File: config.mk
export PLATFORM = sky130hd
export DESIGN_NAME = ring_rx_writer
export DESIGN_NICKNAME = d
export VERILOG_FILES = /design/src/rtl/ringw_pkg.sv /design/src/rtl/ringw_page_ptr.sv /design/src/rtl/ringw_ctrl.sv /design/src/rtl/ring_rx_writer.sv
export SDC_FILE = /design/constraint.sdc
export NUM_CORES = 1
export LEC_CHECK = 0
export ABC_AREA = 0
export ABC_CLOCK_PERIOD_IN_PS = 3230
export CAP_MARGIN = 15
export CORE_MARGIN = 2
export CORE_UTILIZATION = 45
export DETAILED_ROUTE_END_ITERATION = 8
export DONT_BUFFER_PORTS = 1
export GPL_TIMING_DRIVEN = 0
export PLACE_DENSITY = 0.71
export SLEW_MARGIN = 10
export SYNTH_ARGS = -nofsm -noshare
export SYNTH_HDL_FRONTEND = slang
export SYNTH_SLANG_ARGS = --single-unit
File: constraint.sdc
create_clock -name clk -period 3.23 [get_ports clk]
set_clock_uncertainty 0.05 [all_clocks]
set_input_delay 0 -clock clk [delete_from_list [all_inputs] [get_ports clk]]
set_output_delay 0 -clock clk [all_outputs]
set_load 0.01 [all_outputs]
File: src/rtl/ringw_pkg.sv
package ringw_pkg;
  localparam int PAGE_W    = 8;
  localparam int OFF_W     = 8;
  localparam int ADDR_W    = 15;
  localparam int LEN_W     = 16;
  localparam int HDR_BYTES = 4;
  localparam int MIN_FRAME = 60;
  localparam logic [7:0] RX_OK_CODE = 8'h01;

  typedef enum logic [2:0] {
    ST_IDLE,
    ST_DATA,
    ST_PAD,
    ST_HDR,
    ST_DRAIN
  } wr_state_t;

  // next ring page, wrapping from the limit back to the first page
  function automatic logic [PAGE_W-1:0] page_step(input logic [PAGE_W-1:0] pg,
                                                  input logic [PAGE_W-1:0] first,
                                                  input logic [PAGE_W-1:0] limit);
    logic [PAGE_W-1:0] n;
    n = pg + 1'b1;
    return (n == limit) ? first : n;
  endfunction

  // byte address of a page/offset pair, cut down to the memory width
  function automatic logic [ADDR_W-1:0] byte_addr(input logic [PAGE_W-1:0] pg,
                                                  input logic [OFF_W-1:0] off);
    return ADDR_W'({pg, off});
  endfunction

  // descriptor byte at offset idx of the frame's first page
  function automatic logic [7:0] hdr_byte(input logic [1:0] idx,
                                          input logic [PAGE_W-1:0] nxt,
                                          input logic [LEN_W-1:0] len);
    case (idx)
      2'd0:    return RX_OK_CODE;
      2'd1:    return 8'(nxt);
      2'd2:    return len[7:0];
      default: return len[15:8];
    endcase
  endfunction

  // total length counts the descriptor, so the threshold is shifted by it
  function automatic logic is_runt(input logic [LEN_W-1:0] total, input logic short_ok);
    return !short_ok && (total < LEN_W'(HDR_BYTES + MIN_FRAME));
  endfunction
endpackage

File: src/rtl/ringw_page_ptr.sv
module ringw_page_ptr
  import ringw_pkg::*;
(
  input  logic              clk,
  input  logic              rst_n,
  input  logic              load,
  input  logic [PAGE_W-1:0] load_pg,
  input  logic              restore,
  input  logic [PAGE_W-1:0] saved_pg,
  input  logic              adv,
  input  logic [PAGE_W-1:0] first_pg,
  input  logic [PAGE_W-1:0] limit_pg,
  output logic [PAGE_W-1:0] cur_pg
);
  // priority: host load, then rollback, then advance
  always_ff @(posedge clk or negedge rst_n) begin
    if (!rst_n)       cur_pg <= '0;
    else if (load)    cur_pg <= load_pg;
    else if (restore) cur_pg <= saved_pg;
    else if (adv)     cur_pg <= page_step(cur_pg, first_pg, limit_pg);
  end

  a_r3_wrap_skips_limit: assert property (@(posedge clk) disable iff (!rst_n)
    (adv && !load && !restore && first_pg != limit_pg) |=> (cur_pg != $past(limit_pg)));

  a_r2_rollback: assert property (@(posedge clk) disable iff (!rst_n)
    (restore && !load) |=> (cur_pg == $past(saved_pg)));

  a_r11_load: assert property (@(posedge clk) disable iff (!rst_n)
    load |=> (cur_pg == $past(load_pg)));
endmodule

File: src/rtl/ringw_ctrl.sv
module ringw_ctrl
  import ringw_pkg::*;
(
  input  logic              clk,
  input  logic              rst_n,
  input  logic [PAGE_W-1:0] cfg_bnd_pg,
  input  logic              cfg_short_ok,
  input  logic              cfg_halt,
  input  logic [PAGE_W-1:0] cur_pg,
  input  logic              s_valid,
  input  logic [7:0]        s_data,
  input  logic              s_last,
  output logic              s_ready,
  output logic              m_valid,
  output logic [ADDR_W-1:0] m_addr,
  output logic [7:0]        m_data,
  input  logic              m_ready,
  output logic              adv,
  output logic              restore,
  output logic [PAGE_W-1:0] frame_pg,
  output logic              idle,
  output logic              rx_done,
  output logic [7:0]        rx_status
);
  wr_state_t         state;
  logic [OFF_W-1:0]  off;
  logic [LEN_W-1:0]  len;
  logic [1:0]        hidx;
  logic [PAGE_W-1:0] fstart;
  logic              done_q;
  logic [7:0]        stat_q;

  // named internal events
  logic ev_page_open, ev_overrun, ev_data_fire, ev_pad_fire, ev_page_full, ev_runt;

  assign ev_page_open = (off == '0) || (len == LEN_W'(HDR_BYTES));
  assign ev_overrun   = (state == ST_DATA) && ev_page_open && (cur_pg == cfg_bnd_pg);
  assign ev_data_fire = (state == ST_DATA) && !ev_overrun && s_valid && m_ready;
  assign ev_pad_fire  = (state == ST_PAD) && m_ready;
  assign ev_page_full = (ev_data_fire || ev_pad_fire) && (off == '1);
  assign ev_runt      = ev_data_fire && s_last && is_runt(len + 1'b1, cfg_short_ok);

  assign adv       = ev_page_full;
  assign restore   = ev_overrun || ev_runt;
  assign frame_pg  = fstart;
  assign idle      = (state == ST_IDLE);
  assign rx_done   = done_q;
  assign rx_status = stat_q;

  always_comb begin
    m_valid = 1'b0;
    s_ready = 1'b0;
    m_addr  = byte_addr(cur_pg, off);
    m_data  = s_data;
    case (state)
      ST_DATA: begin
        m_valid = s_valid && !ev_overrun;
        s_ready = m_ready && !ev_overrun;
      end
      ST_PAD: begin
        m_valid = 1'b1;
        m_data  = 8'h00;
      end
      ST_HDR: begin
        m_valid = 1'b1;
        m_addr  = byte_addr(fstart, OFF_W'(hidx));
        m_data  = hdr_byte(hidx, cur_pg, len);
      end
      ST_DRAIN: s_ready = 1'b1;
      default: ;
    endcase
  end

  always_ff @(posedge clk or negedge rst_n) begin
    if (!rst_n) begin
      state  <= ST_IDLE;
      off    <= '0;
      len    <= '0;
      hidx   <= '0;
      fstart <= '0;
      done_q <= 1'b0;
      stat_q <= '0;
    end else begin
      done_q <= 1'b0;
      case (state)
        ST_IDLE: if (s_valid) begin
          fstart <= cur_pg;
          off    <= OFF_W'(HDR_BYTES);
          len    <= LEN_W'(HDR_BYTES);
          hidx   <= '0;
          state  <= cfg_halt ? ST_DRAIN : ST_DATA;
        end
        ST_DATA: begin
          if (ev_overrun) state <= ST_DRAIN;
          else if (ev_data_fire) begin
            off <= off + 1'b1;
            len <= len + 1'b1;
            if (s_last) begin
              if (ev_runt)          state <= ST_IDLE;
              else if (off == '1)   state <= ST_HDR;
              else                  state <= ST_PAD;
            end
          end
        end
        ST_PAD: if (m_ready) begin
          off <= off + 1'b1;
          if (off == '1) state <= ST_HDR;
        end
        ST_HDR: if (m_ready) begin
          hidx <= hidx + 1'b1;
          if (hidx == 2'd3) begin
            state  <= ST_IDLE;
            done_q <= 1'b1;
            stat_q <= RX_OK_CODE;
          end
        end
        ST_DRAIN: if (s_valid && s_last) state <= ST_IDLE;
        default: state <= ST_IDLE;
      endcase
    end
  end

  a_r2_never_in_bnd: assert property (@(posedge clk) disable iff (!rst_n)
    (m_valid && (state == ST_DATA || state == ST_PAD)) |-> (cur_pg != cfg_bnd_pg));

  a_r10_hold_addr: assert property (@(posedge clk) disable iff (!rst_n)
    (m_valid && !m_ready) |=> (m_valid && $stable(m_addr)));

  a_r9_done_follows_hdr: assert property (@(posedge clk) disable iff (!rst_n)
    rx_done |-> $past(state == ST_HDR && m_ready));

  a_r9_status_ok: assert property (@(posedge clk) disable iff (!rst_n)
    rx_done |-> (rx_status == RX_OK_CODE));
endmodule

File: src/rtl/ring_rx_writer.sv
module ring_rx_writer
  import ringw_pkg::*;
(
  input  logic              clk,
  input  logic              rst_n,
  input  logic [PAGE_W-1:0] cfg_first_pg,
  input  logic [PAGE_W-1:0] cfg_limit_pg,
  input  logic [PAGE_W-1:0] cfg_bnd_pg,
  input  logic              cfg_short_ok,
  input  logic              cfg_halt,
  input  logic              cur_wr,
  input  logic [PAGE_W-1:0] cur_wr_pg,
  output logic [PAGE_W-1:0] cur_pg,
  input  logic              s_valid,
  input  logic [7:0]        s_data,
  input  logic              s_last,
  output logic              s_ready,
  output logic              m_valid,
  output logic [ADDR_W-1:0] m_addr,
  output logic [7:0]        m_data,
  input  logic              m_ready,
  output logic              rx_done,
  output logic [7:0]        rx_status
);
  logic              adv, restore, idle;
  logic [PAGE_W-1:0] frame_pg;

  ringw_page_ptr u_ptr (
    .clk      (clk),
    .rst_n    (rst_n),
    .load     (cur_wr && idle),
    .load_pg  (cur_wr_pg),
    .restore  (restore),
    .saved_pg (frame_pg),
    .adv      (adv),
    .first_pg (cfg_first_pg),
    .limit_pg (cfg_limit_pg),
    .cur_pg   (cur_pg)
  );

  ringw_ctrl u_ctrl (
    .clk          (clk),
    .rst_n        (rst_n),
    .cfg_bnd_pg   (cfg_bnd_pg),
    .cfg_short_ok (cfg_short_ok),
    .cfg_halt     (cfg_halt),
    .cur_pg       (cur_pg),
    .s_valid      (s_valid),
    .s_data       (s_data),
    .s_last       (s_last),
    .s_ready      (s_ready),
    .m_valid      (m_valid),
    .m_addr       (m_addr),
    .m_data       (m_data),
    .m_ready      (m_ready),
    .adv          (adv),
    .restore      (restore),
    .frame_pg     (frame_pg),
    .idle         (idle),
    .rx_done      (rx_done),
    .rx_status    (rx_status)
  );
endmodule

==> flow_metrics.tcl, run 1 <==
set metrics [dict create \
    startpoint "u_ctrl.len[0]" \
    grt_overflow 0 \
    cts-root-buf "clkbuf_8" \
    synthArstFlopShare_pct 100 \
    timing.rr.start "u_ctrl.len[0]" \
    multi_input_area_sq_um 2460 \
    fill_cells 833 \
    row_count 34 \
    timing.reg2reg.setup_slack_ps 270 \
    grt_pass1_vias 3735 \
    rsz0062_at_grt "false" \
    min_period_ps 2960 \
    setup_tns_ps 0 \
    vias_per_cell 6.22 \
    numCtsBuffers 5 \
    avgSynthCellArea_sq_um 7.80 \
    final_hold_viol_count 1 \
    htree_levels 2 \
    fmax_mhz 338 \
    vias 3989 \
    synth-edff-count 0 \
    slew_viol_final 0 \
    worstHoldStart "cur_wr" \
    endpoint "u_ctrl.state[2]" \
    grt_usage_pct 25.1 \
    dp_slack_ps 379 \
    antenna_found_initial 0 \
    drive_above_1_share_pct 9.76 \
    clk_pin_slew_worst_paths_ps 100 \
    post_cts_buffers 0 \
    worstPathRequired_ps 3430 \
    grt_max_degree 48 \
    detail-route-antenna-nets 0 \
    synthToLayoutAreaGrowth_pct 11.2 \
    ys.flop_type "dfrtp_1" \
    num_antenna_cells 0 \
    synthTopCellsByArea "dfrtp_1 (30%), nand2_1 (8.1%), o21ai_0 (5.3%), xnor2_1 (4.7%), nor2_1 (3.5%)" \
    start_kind "register" \
    slew_headroom_pct 44.7 \
    core_sq_um 8590 \
    drcViolationCount 0 \
    synth.top_cell.area_share_pct 29.9 \
    synth_top_area_cell "dfrtp_1" \
    gp_congestion 0.970 \
    ys_warn_count 0 \
    clockBufferDepth 2 \
    synth.most_common_cell "nand2_1" \
    worstPathMaxFanout 7 \
    worst_slew_pin_slew_ps 824 \
    hold_ws_ps -4.78 \
    worstHoldPathType "in -> reg" \
    slowest_delay_ps 580 \
    die_area_sq_um 9500 \
    syn_area_sq_um 3930 \
    critPathKind "reg -> reg" \
    first_iter_violations 419 \
    synth_commonest_cells "nand2_1 (85), dfrtp_1 (47), o21ai_0 (42)" \
    seq_area_sq_um 1180 \
    io_buffers 0 \
    clk_latency_ps 320 \
    regToRegEndpoint "u_ctrl.state[2]" \
    routedWlPerCell_microns 18.7 \
    fin_ws_ps 273 \
    hpwl_microns 8800 \
    ys_ff_latch 47 \
    start_util_pct 45.8 \
    syn_inst 504 \
    crit_path_cell_trace "inv_1 -> ha_1 -> nor4bb_1 -> nand4_1 -> a211oi_2 -> nor2_1 -> a221o_1 -> o21ai_0 -> dlygate4sd3_1" \
    slowest_stage "dlygate4sd3_1" \
    synth_cell_types 65 \
    ir_drop_mv 0.267 \
    clock-sinks 47 \
    die_h_microns 97.5 \
    crit_arrival_ps 3160 \
    drtPass1Iterations 5 \
    drt_wl_total_microns 12000 \
    p_leak_nw 1.81 \
    setup_viol 0 \
    end_kind "register" \
    violations "hold timing" \
    reg2reg_depth 9 \
    io_pins 90 \
    cap_violations 0 \
    power_density_nw_per_um2 697 \
    post-route-period-util_pct 91.5 \
    yosysSeqAreaShare_pct 29.9 \
    status "finished with violations" \
    grt_pass1_wl_microns 19300 \
    cts_tree "built" \
    fp.dieW_microns 97.5 \
    nets 589 \
]
stage by stage:
| step | area, sq um | cells | total power (W) | util, % |
|---|---|---|---|---|
| floorplan | 3960 | 510 | 0.00211 | - |
| global placement | 4090 | 618 | 0.00247 | 47.6 |
| detailed placement | 4090 | 618 | 0.00252 | 47.6 |
| CTS | 4370 | 641 | 0.00303 | 50.9 |
| global route | 4370 | 641 | 0.00327 | 50.9 |
| finish | 4370 | 641 | 0.00305 | 50.9 |
cell type report:
class                           instances  area share, %
Clock buffer                            5           1.57
Clock inverter                          3           1.09
Sequential cell                        47           26.9
Multi-Input combinational cell        397           56.3
Timing Repair Buffer                   15           3.83
Buffer                                 48           5.72
Tap cell                              108           3.09
Inverter                               18           1.54
worst max-delay path: cells and delay by family (launching register included):
kind | cells | cell delay, ps
flops | 1 | 460
fa+ha+maj | 1 | 140
compound gates | 3 | 1000
simple gates | 3 | 580
buf+inv | 2 | 670
sequential cells by signal (all words and copies together), names as in the netlist:
name and count:
u_ptr.cur_pg 8, u_ctrl.off 8, u_ctrl.hidx 2, u_ctrl.state 3, u_ctrl.frame_pg 8, u_ctrl.rx_done 1
u_ctrl.len 16, u_ctrl.rx_status 1
logic make-up after synthesis:
family	share of synthesized area (%)
buf+inv	8.08
other cells	0.0954
xor+xnor	8.05
compound gates	23.3
fa+ha+maj	2.86
simple gates	26.4
mux	1.34
flops	29.9
routing by layer:
metal  share of wire, %  up-vias  global-route usage (%)
met3                9.6       34                    5.11
li1                   -     1847                       -
met1                 42     1873                    33.9
met4                2.9        0                    7.80
met5                  0        -                       0
met2                 46      235                    40.4
worst min path at each step:
stage / to / slack (ps) / cells after the start
finish: u_ptr.cur_pg[2] / -5 / 3
CTS: u_ptr.cur_pg[2] / 2 / 3
floorplan: u_ctrl.frame_pg[0] / -350 / 0
global placement: u_ctrl.len[6] / -340 / 0
global route: u_ptr.cur_pg[2] / 20 / 3
detailed placement: u_ctrl.len[8] / -340 / 0
cells in the final DEF, fill, tap and decap left out, types with 5 or more instances in the layout:
cell type      instances
a221o_1                8
and3_1                 7
nand4_1                8
a22oi_1                5
ha_1                   9
buf_4                 13
dlygate4sd3_1         14
xor2_1                10
a211oi_1              13
xnor2_1               21
buf_2                 10
a31oi_1                6
o31ai_1               14
nand3_1               19
and2_1                10
nand2b_1               6
nand2_1               85
clkbuf_8               5
conb_1                 7
nor3_1                 9
nor2_1                37
clkbuf_1              22
a21oi_1               16
nor4_1                 6
o21ai_0               42
dfrtp_1               47
inv_1                 17
timing repair:
action	CTS	global route
endpoints found under the hold margin	56	0
resized for setup	0	0
hold buffers	15	0
power by group:
group	total [W]	switching, W	internal [W]
Clock	0.000468	0.000233	0.000235
Combinational	0.00168	0.00109	0.000594
Sequential	0.000902	0.000174	0.000728
Note: power is estimated with default switching activity, not from simulation.
==> run 2: changes to the inputs <==
--- a/config.mk
+++ b/config.mk
@@ -5,16 +5,16 @@
 export SDC_FILE = /design/constraint.sdc
 export NUM_CORES = 1
 export LEC_CHECK = 0
-export ABC_AREA = 0
+export ABC_AREA = 1
 export ABC_CLOCK_PERIOD_IN_PS = 3230
 export CAP_MARGIN = 15
 export CORE_MARGIN = 2
-export CORE_UTILIZATION = 45
+export CORE_UTILIZATION = 49
 export DETAILED_ROUTE_END_ITERATION = 8
 export DONT_BUFFER_PORTS = 1
 export GPL_TIMING_DRIVEN = 0
-export PLACE_DENSITY = 0.71
-export SLEW_MARGIN = 10
+export PLACE_DENSITY = 0.75
+export SLEW_MARGIN = 30
 export SYNTH_ARGS = -nofsm -noshare
 export SYNTH_HDL_FRONTEND = slang
 export SYNTH_SLANG_ARGS = --single-unit
==> run 2 against run 1 <==
The flow now finishes without violations. Synthesized cell count increased by 24%. Largest power group unchanged. Cell area is 2.5% higher. Highest routed layer unchanged. Via count up 4.9%. Critical path type unchanged.
==> flow_metrics.tcl, run 2 <==
set metrics [dict create \
    first_iter_violations 308 \
    fill_cells 814 \
    fmax_mhz 323 \
    setup_viol 0 \
    ys_ff_latch 47 \
    syn_area_sq_um 4030 \
    final_cell_mix "nand2_1 (186), inv_1 (66), nor2_1 (60), nand3_1 (58), dfrtp_1 (47)" \
    drcViolationCount 0 \
    num_antenna_cells 0 \
    worst_slew_pin_slew_ps 682 \
    clockBufferDepth 2 \
    synthToLayoutAreaGrowth_pct 11.3 \
    detail-route-antenna-nets 0 \
    io_pins 90 \
    gp_congestion 0.980 \
    rsz0062_at_grt "false" \
    core_sq_um 8090 \
    io_buffers 0 \
    largest_register_ffs 16 \
    critPathKind "reg -> reg" \
    synthArstFlopShare_pct 100 \
    ys_warn_count 0 \
    min_period_ps 3100 \
    slew_viol_final 0 \
    grt_overflow 0 \
    power_w 0.00311 \
    vias 4183 \
    synth_commonest_cells "nand2_1 (186), inv_1 (66), nor2_1 (61)" \
    status "completed" \
    cts-root-buf "clkbuf_8" \
    cap_violations 0 \
    seq_area_sq_um 1180 \
    crit_arrival_ps 3250 \
    synthTopCellsByArea "dfrtp_1 (29%), nand2_1 (17%), nand3_1 (7.2%), inv_1 (6.2%), nor2_1 (5.7%)" \
    synth.top_cell.area_share_pct 29.2 \
    vias_per_cell 5.48 \
    clk_pin_slew_worst_paths_ps 100 \
    end_kind "register" \
    worstHoldPathType "in -> reg" \
    power_density_nw_per_um2 693 \
    slew_headroom_pct 54.3 \
    p_leak_nw 2.14 \
    hpwl_microns 9020 \
    synth-edff-count 0 \
    cts_tree "built" \
    die_area_sq_um 8960 \
    grt_max_degree 48 \
    fp.dieW_microns 94.6 \
    grt_pass1_vias 3859 \
    multi_input_area_sq_um 2420 \
    final_hold_viol_count 0 \
    syn_inst 625 \
    drtPass1Iterations 7 \
    nets 714 \
    synth_cell_types 42 \
    clk_latency_ps 310 \
    worstPathMaxFanout 10 \
    row_count 33 \
    yosysSeqAreaShare_pct 29.2 \
    numCtsBuffers 5 \
    final_common_cell "nand2_1" \
    synth_top_area_cell "dfrtp_1" \
    drt_wl_total_microns 11800 \
    regMostFlops "u_ctrl.len" \
    clock-sinks 47 \
    post_cts_buffers 0 \
    antenna_found_initial 0 \
    die_h_microns 94.6 \
    start_util_pct 49.7 \
    drive_above_1_share_pct 10.9 \
    avgSynthCellArea_sq_um 6.44 \
    start_kind "register" \
    htree_levels 2 \
    grt_usage_pct 26.9 \
    timing.reg2reg.setup_slack_ps 130 \
    routedWlPerCell_microns 15.5 \
    worstPathRequired_ps 3380 \
    synth.most_common_cell "nand2_1" \
    grt_pass1_wl_microns 18900 \
    post-route-period-util_pct 95.9 \
    setup_tns_ps 0 \
    ir_drop_mv 0.229 \
    ys.flop_type "dfrtp_1" \
]
run 2: final cells by class:
| cell class | count | share of cell area [%] |
|---|---|---|
| inverters | 79 | 6.67 |
| clock buffers | 5 | 1.54 |
| multi-input cells | 479 | 54.0 |
| flip-flops and latches | 47 | 26.2 |
| well taps | 105 | 2.93 |
| repair buffers | 19 | 4.63 |
| clock inverters | 3 | 0.530 |
| plain buffers | 26 | 3.46 |
run 2: kinds of logic after synthesis:
kind of cell	count (synthesis)	share of synthesized area, %
AND/OR/NAND/NOR	360	41.1
buffers and inverters	105	11.3
AO/OA/AOI/OAI	90	12.7
flip-flops	47	29.2
XOR/XNOR	13	2.83
adder cells (fa/ha/maj)	9	2.80
other	1	0.0932
run 2: report_power, final:
part           internal [W]  switching [W]
clock network      0.000155       0.000224
logic              0.000579        0.00124
registers          0.000724       0.000186
total               0.00146        0.00165
run 2: path summary, 6_finish.rpt:
check / startpoint / to / cells past startpoint
setup / recovery: u_ptr.cur_pg[1] / u_ptr.cur_pg[1] / 16
min in group asynchronous: rst_n / u_ctrl.rx_status[0] / 2
hold reg to reg: u_ctrl.frame_pg[7] / u_ctrl.frame_pg[7] / 2
max in group asynchronous: rst_n / u_ctrl.off[5] / 2
setup reg to reg: u_ptr.cur_pg[1] / u_ptr.cur_pg[1] / 16
hold / removal: m_ready / u_ptr.cur_pg[5] / 5
run 2: metrics by stage:
| stage | setup WS, ps | hold WS, ps | instances | utilization (%) | area [sq um] |
|---|---|---|---|---|---|
| after global placement | 708 | -344 | 736 | 51.6 | 4180 |
| after floorplan | 1130 | -346 | 631 | - | 4050 |
| after CTS | 153 | 1.67 | 763 | 55.3 | 4480 |
| final | 132 | 6.26 | 763 | 55.4 | 4480 |
| after global routing | 15.1 | 38.0 | 763 | 55.4 | 4480 |
| after detailed placement | 690 | -344 | 736 | 51.6 | 4180 |
run 2: timing repair:
| action | in CTS | in global routing |
|---|---|---|
| gates resized for setup | 0 | 1 |
| endpoints found under the setup margin | 0 | 1 |
| hold endpoints to repair | 61 | 0 |
| hold buffers | 19 | 0 |
run 2: per-layer routing:
| metal | share of wire, % | vias to the layer above | global-route usage, % | wire, microns |
|---|---|---|---|---|
| met4 | 1.7 | 0 | 7.85 | 204 |
| li1 | - | 2073 | - | - |
| met1 | 42 | 1913 | 34.7 | 4990 |
| met5 | 0 | - | 0 | 0 |
| met2 | 47 | 180 | 45.4 | 5560 |
| met3 | 8.9 | 17 | 5.67 | 1050 |
run 2: critical path, stage by stage (launching register included):
cell	delay, ps
dfrtp_1	550
ha_1	330
or2_1	240
nand2_1	110
nand2_1	60
nand2_1	60
nand3_1	70
nor2_2	210
nand3_2	180
buf_6	180
nand2_1	50
o21ai_1	60
nand3_1	60
nand2_1	60
nand2_1	60
nand3_1	80
dlygate4sd3_1	570
==> run 3: changes to the inputs <==
--- a/config.mk
+++ b/config.mk
@@ -7,14 +7,15 @@
 export LEC_CHECK = 0
 export ABC_AREA = 1
 export ABC_CLOCK_PERIOD_IN_PS = 3230
+export BUFFER_PORTS_ARGS = -buffer_cell sky130_fd_sc_hd__buf_4
 export CAP_MARGIN = 15
 export CORE_MARGIN = 2
 export CORE_UTILIZATION = 49
 export DETAILED_ROUTE_END_ITERATION = 8
-export DONT_BUFFER_PORTS = 1
 export GPL_TIMING_DRIVEN = 0
-export PLACE_DENSITY = 0.75
+export PLACE_DENSITY = 0.84
 export SLEW_MARGIN = 30
 export SYNTH_ARGS = -nofsm -noshare
 export SYNTH_HDL_FRONTEND = slang
+export SYNTH_HIERARCHICAL = 1
 export SYNTH_SLANG_ARGS = --single-unit
==> run 3 against run 2 <==
Clock power up 15%. Via count is 11% higher. Cell area rose by 15%. Global-route usage is 0.88 points higher. Worst setup slack better by 170 ps. Combinational power grew 35%. Final cell count up 9.8%. Flip-flop and latch count unchanged. Synthesized cell count up 0.48%. Critical path type unchanged. Largest cell class unchanged. Highest routed layer unchanged.
==> flow_metrics.tcl, run 3 <==
set metrics [dict create \
    worstHoldPathType "in -> reg" \
    ys_warn_count 6 \
    synth_top_family_by_area "simple AND/OR/NAND/NOR gates" \
    cts_tree "built" \
    fin_util_pct 62.8 \
    synth-edff-count 0 \
    largest_register_ffs 16 \
    routedWlPerCell_microns 14.9 \
    slowest_stage "dfrtp_1" \
    critPathKind "reg -> reg" \
    synth-xor-area-share_pct 2.94 \
    post-route-period-util_pct 90.5 \
    synth.most_common_cell "nand2_1" \
    path_buf_inv 3 \
    slowest_delay_ps 410 \
    synth_fa_ha_area_share_pct 2.70 \
    die_h_microns 96.2 \
    syn_area_sq_um 4170 \
    grt_pass1_vias 4264 \
    nets 790 \
    post_cts_buffers 0 \
    io_buffers 82 \
    start_kind "register" \
    cts-root-buf "clkbuf_8" \
    slew_headroom_pct 58.0 \
    final_common_cell "nand2_1" \
    min_period_ps 2920 \
    clockBufferDepth 2 \
    grt_max_degree 48 \
    clk_pin_slew_worst_paths_ps 90 \
    detail-route-antenna-nets 0 \
    synth_cell_types 45 \
    gp_congestion 0.973 \
    p_leak_nw 2.65 \
    drtPass1Iterations 5 \
    syn_inst 628 \
    avgSynthCellArea_sq_um 6.64 \
    ys_ff_latch 47 \
    row_count 33 \
    synth_commonest_cells "nand2_1 (185), inv_1 (87), nor2_1 (59)" \
    crit_top_cell "nand2_1" \
    ys.flop_type "dfrtp_1" \
    synth-compound-area-share_pct 14.3 \
    end_kind "register" \
    grt_pass1_wl_microns 19900 \
    fmax_mhz 342 \
    worst_slew_pin_slew_ps 631 \
    worstPathMaxFanout 10 \
    yosys.area_share.simple_pct 39.9 \
    synthTopCellsByArea "dfrtp_1 (28%), nand2_1 (17%), inv_1 (7.8%), nand3_1 (5.8%), nor2_1 (5.3%)" \
    rsz0062_at_grt "false" \
    stdcell_area_sq_um 5160 \
    regMostFlops "u_ctrl/len" \
    crit_arrival_ps 3080 \
    setup_tns_ps 0 \
    synthArstFlopShare_pct 100 \
    first_iter_violations 457 \
    drive_above_1_share_pct 20.9 \
    worstPathRequired_ps 3390 \
    clk_latency_ps 310 \
    core_sq_um 8220 \
    clock-sinks 47 \
    power_density_nw_per_um2 791 \
    synthToLayoutAreaGrowth_pct 23.7 \
    crit_path_cell_trace "ha_1 -> nand2_1 -> inv_1 -> nand2_1 -> nor2_1 -> nand2_1 -> nand2_1 -> nand2_1 -> nand4_1 -> nor2_1 -> nand3_1 -> o21ai_0 -> buf_6 -> nor3_4 -> buf_2 -> a21oi_1 -> nand2_1 -> nand2_1" \
    synth.top_cell.area_share_pct 28.2 \
    fill_cells 748 \
    drt_wl_total_microns 12500 \
    drcViolationCount 0 \
    htree_levels 2 \
    grt_overflow 0 \
    status "completed" \
    vias 4654 \
    numCtsBuffers 5 \
    final_hold_viol_count 0 \
    crit_family "simple AND/OR/NAND/NOR gates" \
    vias_per_cell 5.55 \
    cap_violations 0 \
    final_cell_mix "nand2_1 (185), buf_4 (90), inv_1 (87), nor2_1 (59), nand3_1 (48)" \
    grt_usage_pct 27.8 \
    ir_drop_mv 0.347 \
    fp.dieW_microns 96.2 \
    synth.area.mux_share_pct 0 \
    yosysSeqAreaShare_pct 28.2 \
    start_util_pct 50.7 \
    slew_viol_final 0 \
    multi_input_area_sq_um 2530 \
    antenna_found_initial 0 \
    synth_top_area_cell "dfrtp_1" \
    hpwl_microns 9470 \
    io_pins 90 \
    seq_area_sq_um 1180 \
    num_antenna_cells 0 \
    die_area_sq_um 9260 \
    place_area_sq_um 4940 \
    setup_viol 0 \
]
-- run 3: cells by family (layout without fill, tap and decap cells) --
kind of cell    count (synthesis)  in the layout
simple gates                  350            350
buf+inv                       116            215
xor+xnor                       14             14
flops                          47             47
other cells                     1              7
fa+ha+maj                       9              9
compound gates                 91             91
-- run 3: what timing repair did --
item                       CTS  global route
hold endpoints to repair    56             0
hold buffers                10             0
resized for setup            1             1
setup endpoints to repair    2             8
-- run 3: area by class of cell --
class                   instances  area share (%)
multi-input cells             471            49.1
well taps                     105            2.55
clock buffers                   5            1.33
flip-flops and latches         47            22.8
inverters                      93            6.77
repair buffers                 92            13.9
clock inverters                 2           0.728
plain buffers                  23            2.84
-- run 3: power by group --
| group | internal, W | switching, W |
|---|---|---|
| Clock | 0.000226 | 0.000208 |
| Sequential | 0.000799 | 0.000397 |
| Combinational | 0.000954 | 0.00149 |
-- run 3: worst paths after layout --
kind / slack [ps] / depth (start not counted) / startpoint / endpoint
setup / recovery: 310 / 18 / u_ctrl/len[0] / u_ptr/cur_pg[6]
hold / removal: 30 / 5 / cur_wr_pg[5] / u_ptr/cur_pg[5]
setup reg to reg: 310 / 18 / u_ctrl/len[0] / u_ptr/cur_pg[6]
hold reg to reg: 440 / 1 / u_ctrl/rx_status[0] / u_ctrl/rx_status[0]
max in group asynchronous: 2500 / 2 / rst_n / u_ctrl/len[14]
min in group asynchronous: 190 / 2 / rst_n / u_ctrl/len[7]
-- run 3: worst register-to-register path: stages (launching register included) --
cell and delay [ps]:
dfrtp_1 410, ha_1 260, nand2_1 130, inv_1 80, nand2_1 90, nor2_1 250
nand2_1 80, nand2_1 70, nand2_1 90, nand4_1 120, nor2_1 70, nand3_1 110
o21ai_0 110, buf_6 160, nor3_4 300, buf_2 270, a21oi_1 70, nand2_1 70
nand2_1 50
-- run 3: through the flow --
step | cells | worst slack, ps | total power, W | hold slack, ps
2_1_floorplan | 634 | 661 | 0.00274 | -346
3_3_place_gp | 821 | 82.0 | 0.00351 | 10.4
3_5_place_dp | 821 | 34.2 | 0.00360 | 16.2
4_1_cts | 838 | 240 | 0.00405 | 19.3
5_1_grt | 838 | 10.7 | 0.00441 | 38.9
6_report | 838 | 306 | 0.00408 | 31.2
-- run 3: per-layer routing --
metal,GRT usage [%],part of all wire [%],vias to the layer above
met1,37.5,42,2189
met3,3.21,8.4,30
met4,10.4,2.8,0
met5,0,0,-
met2,45.7,47,213
li1,-,-,2222
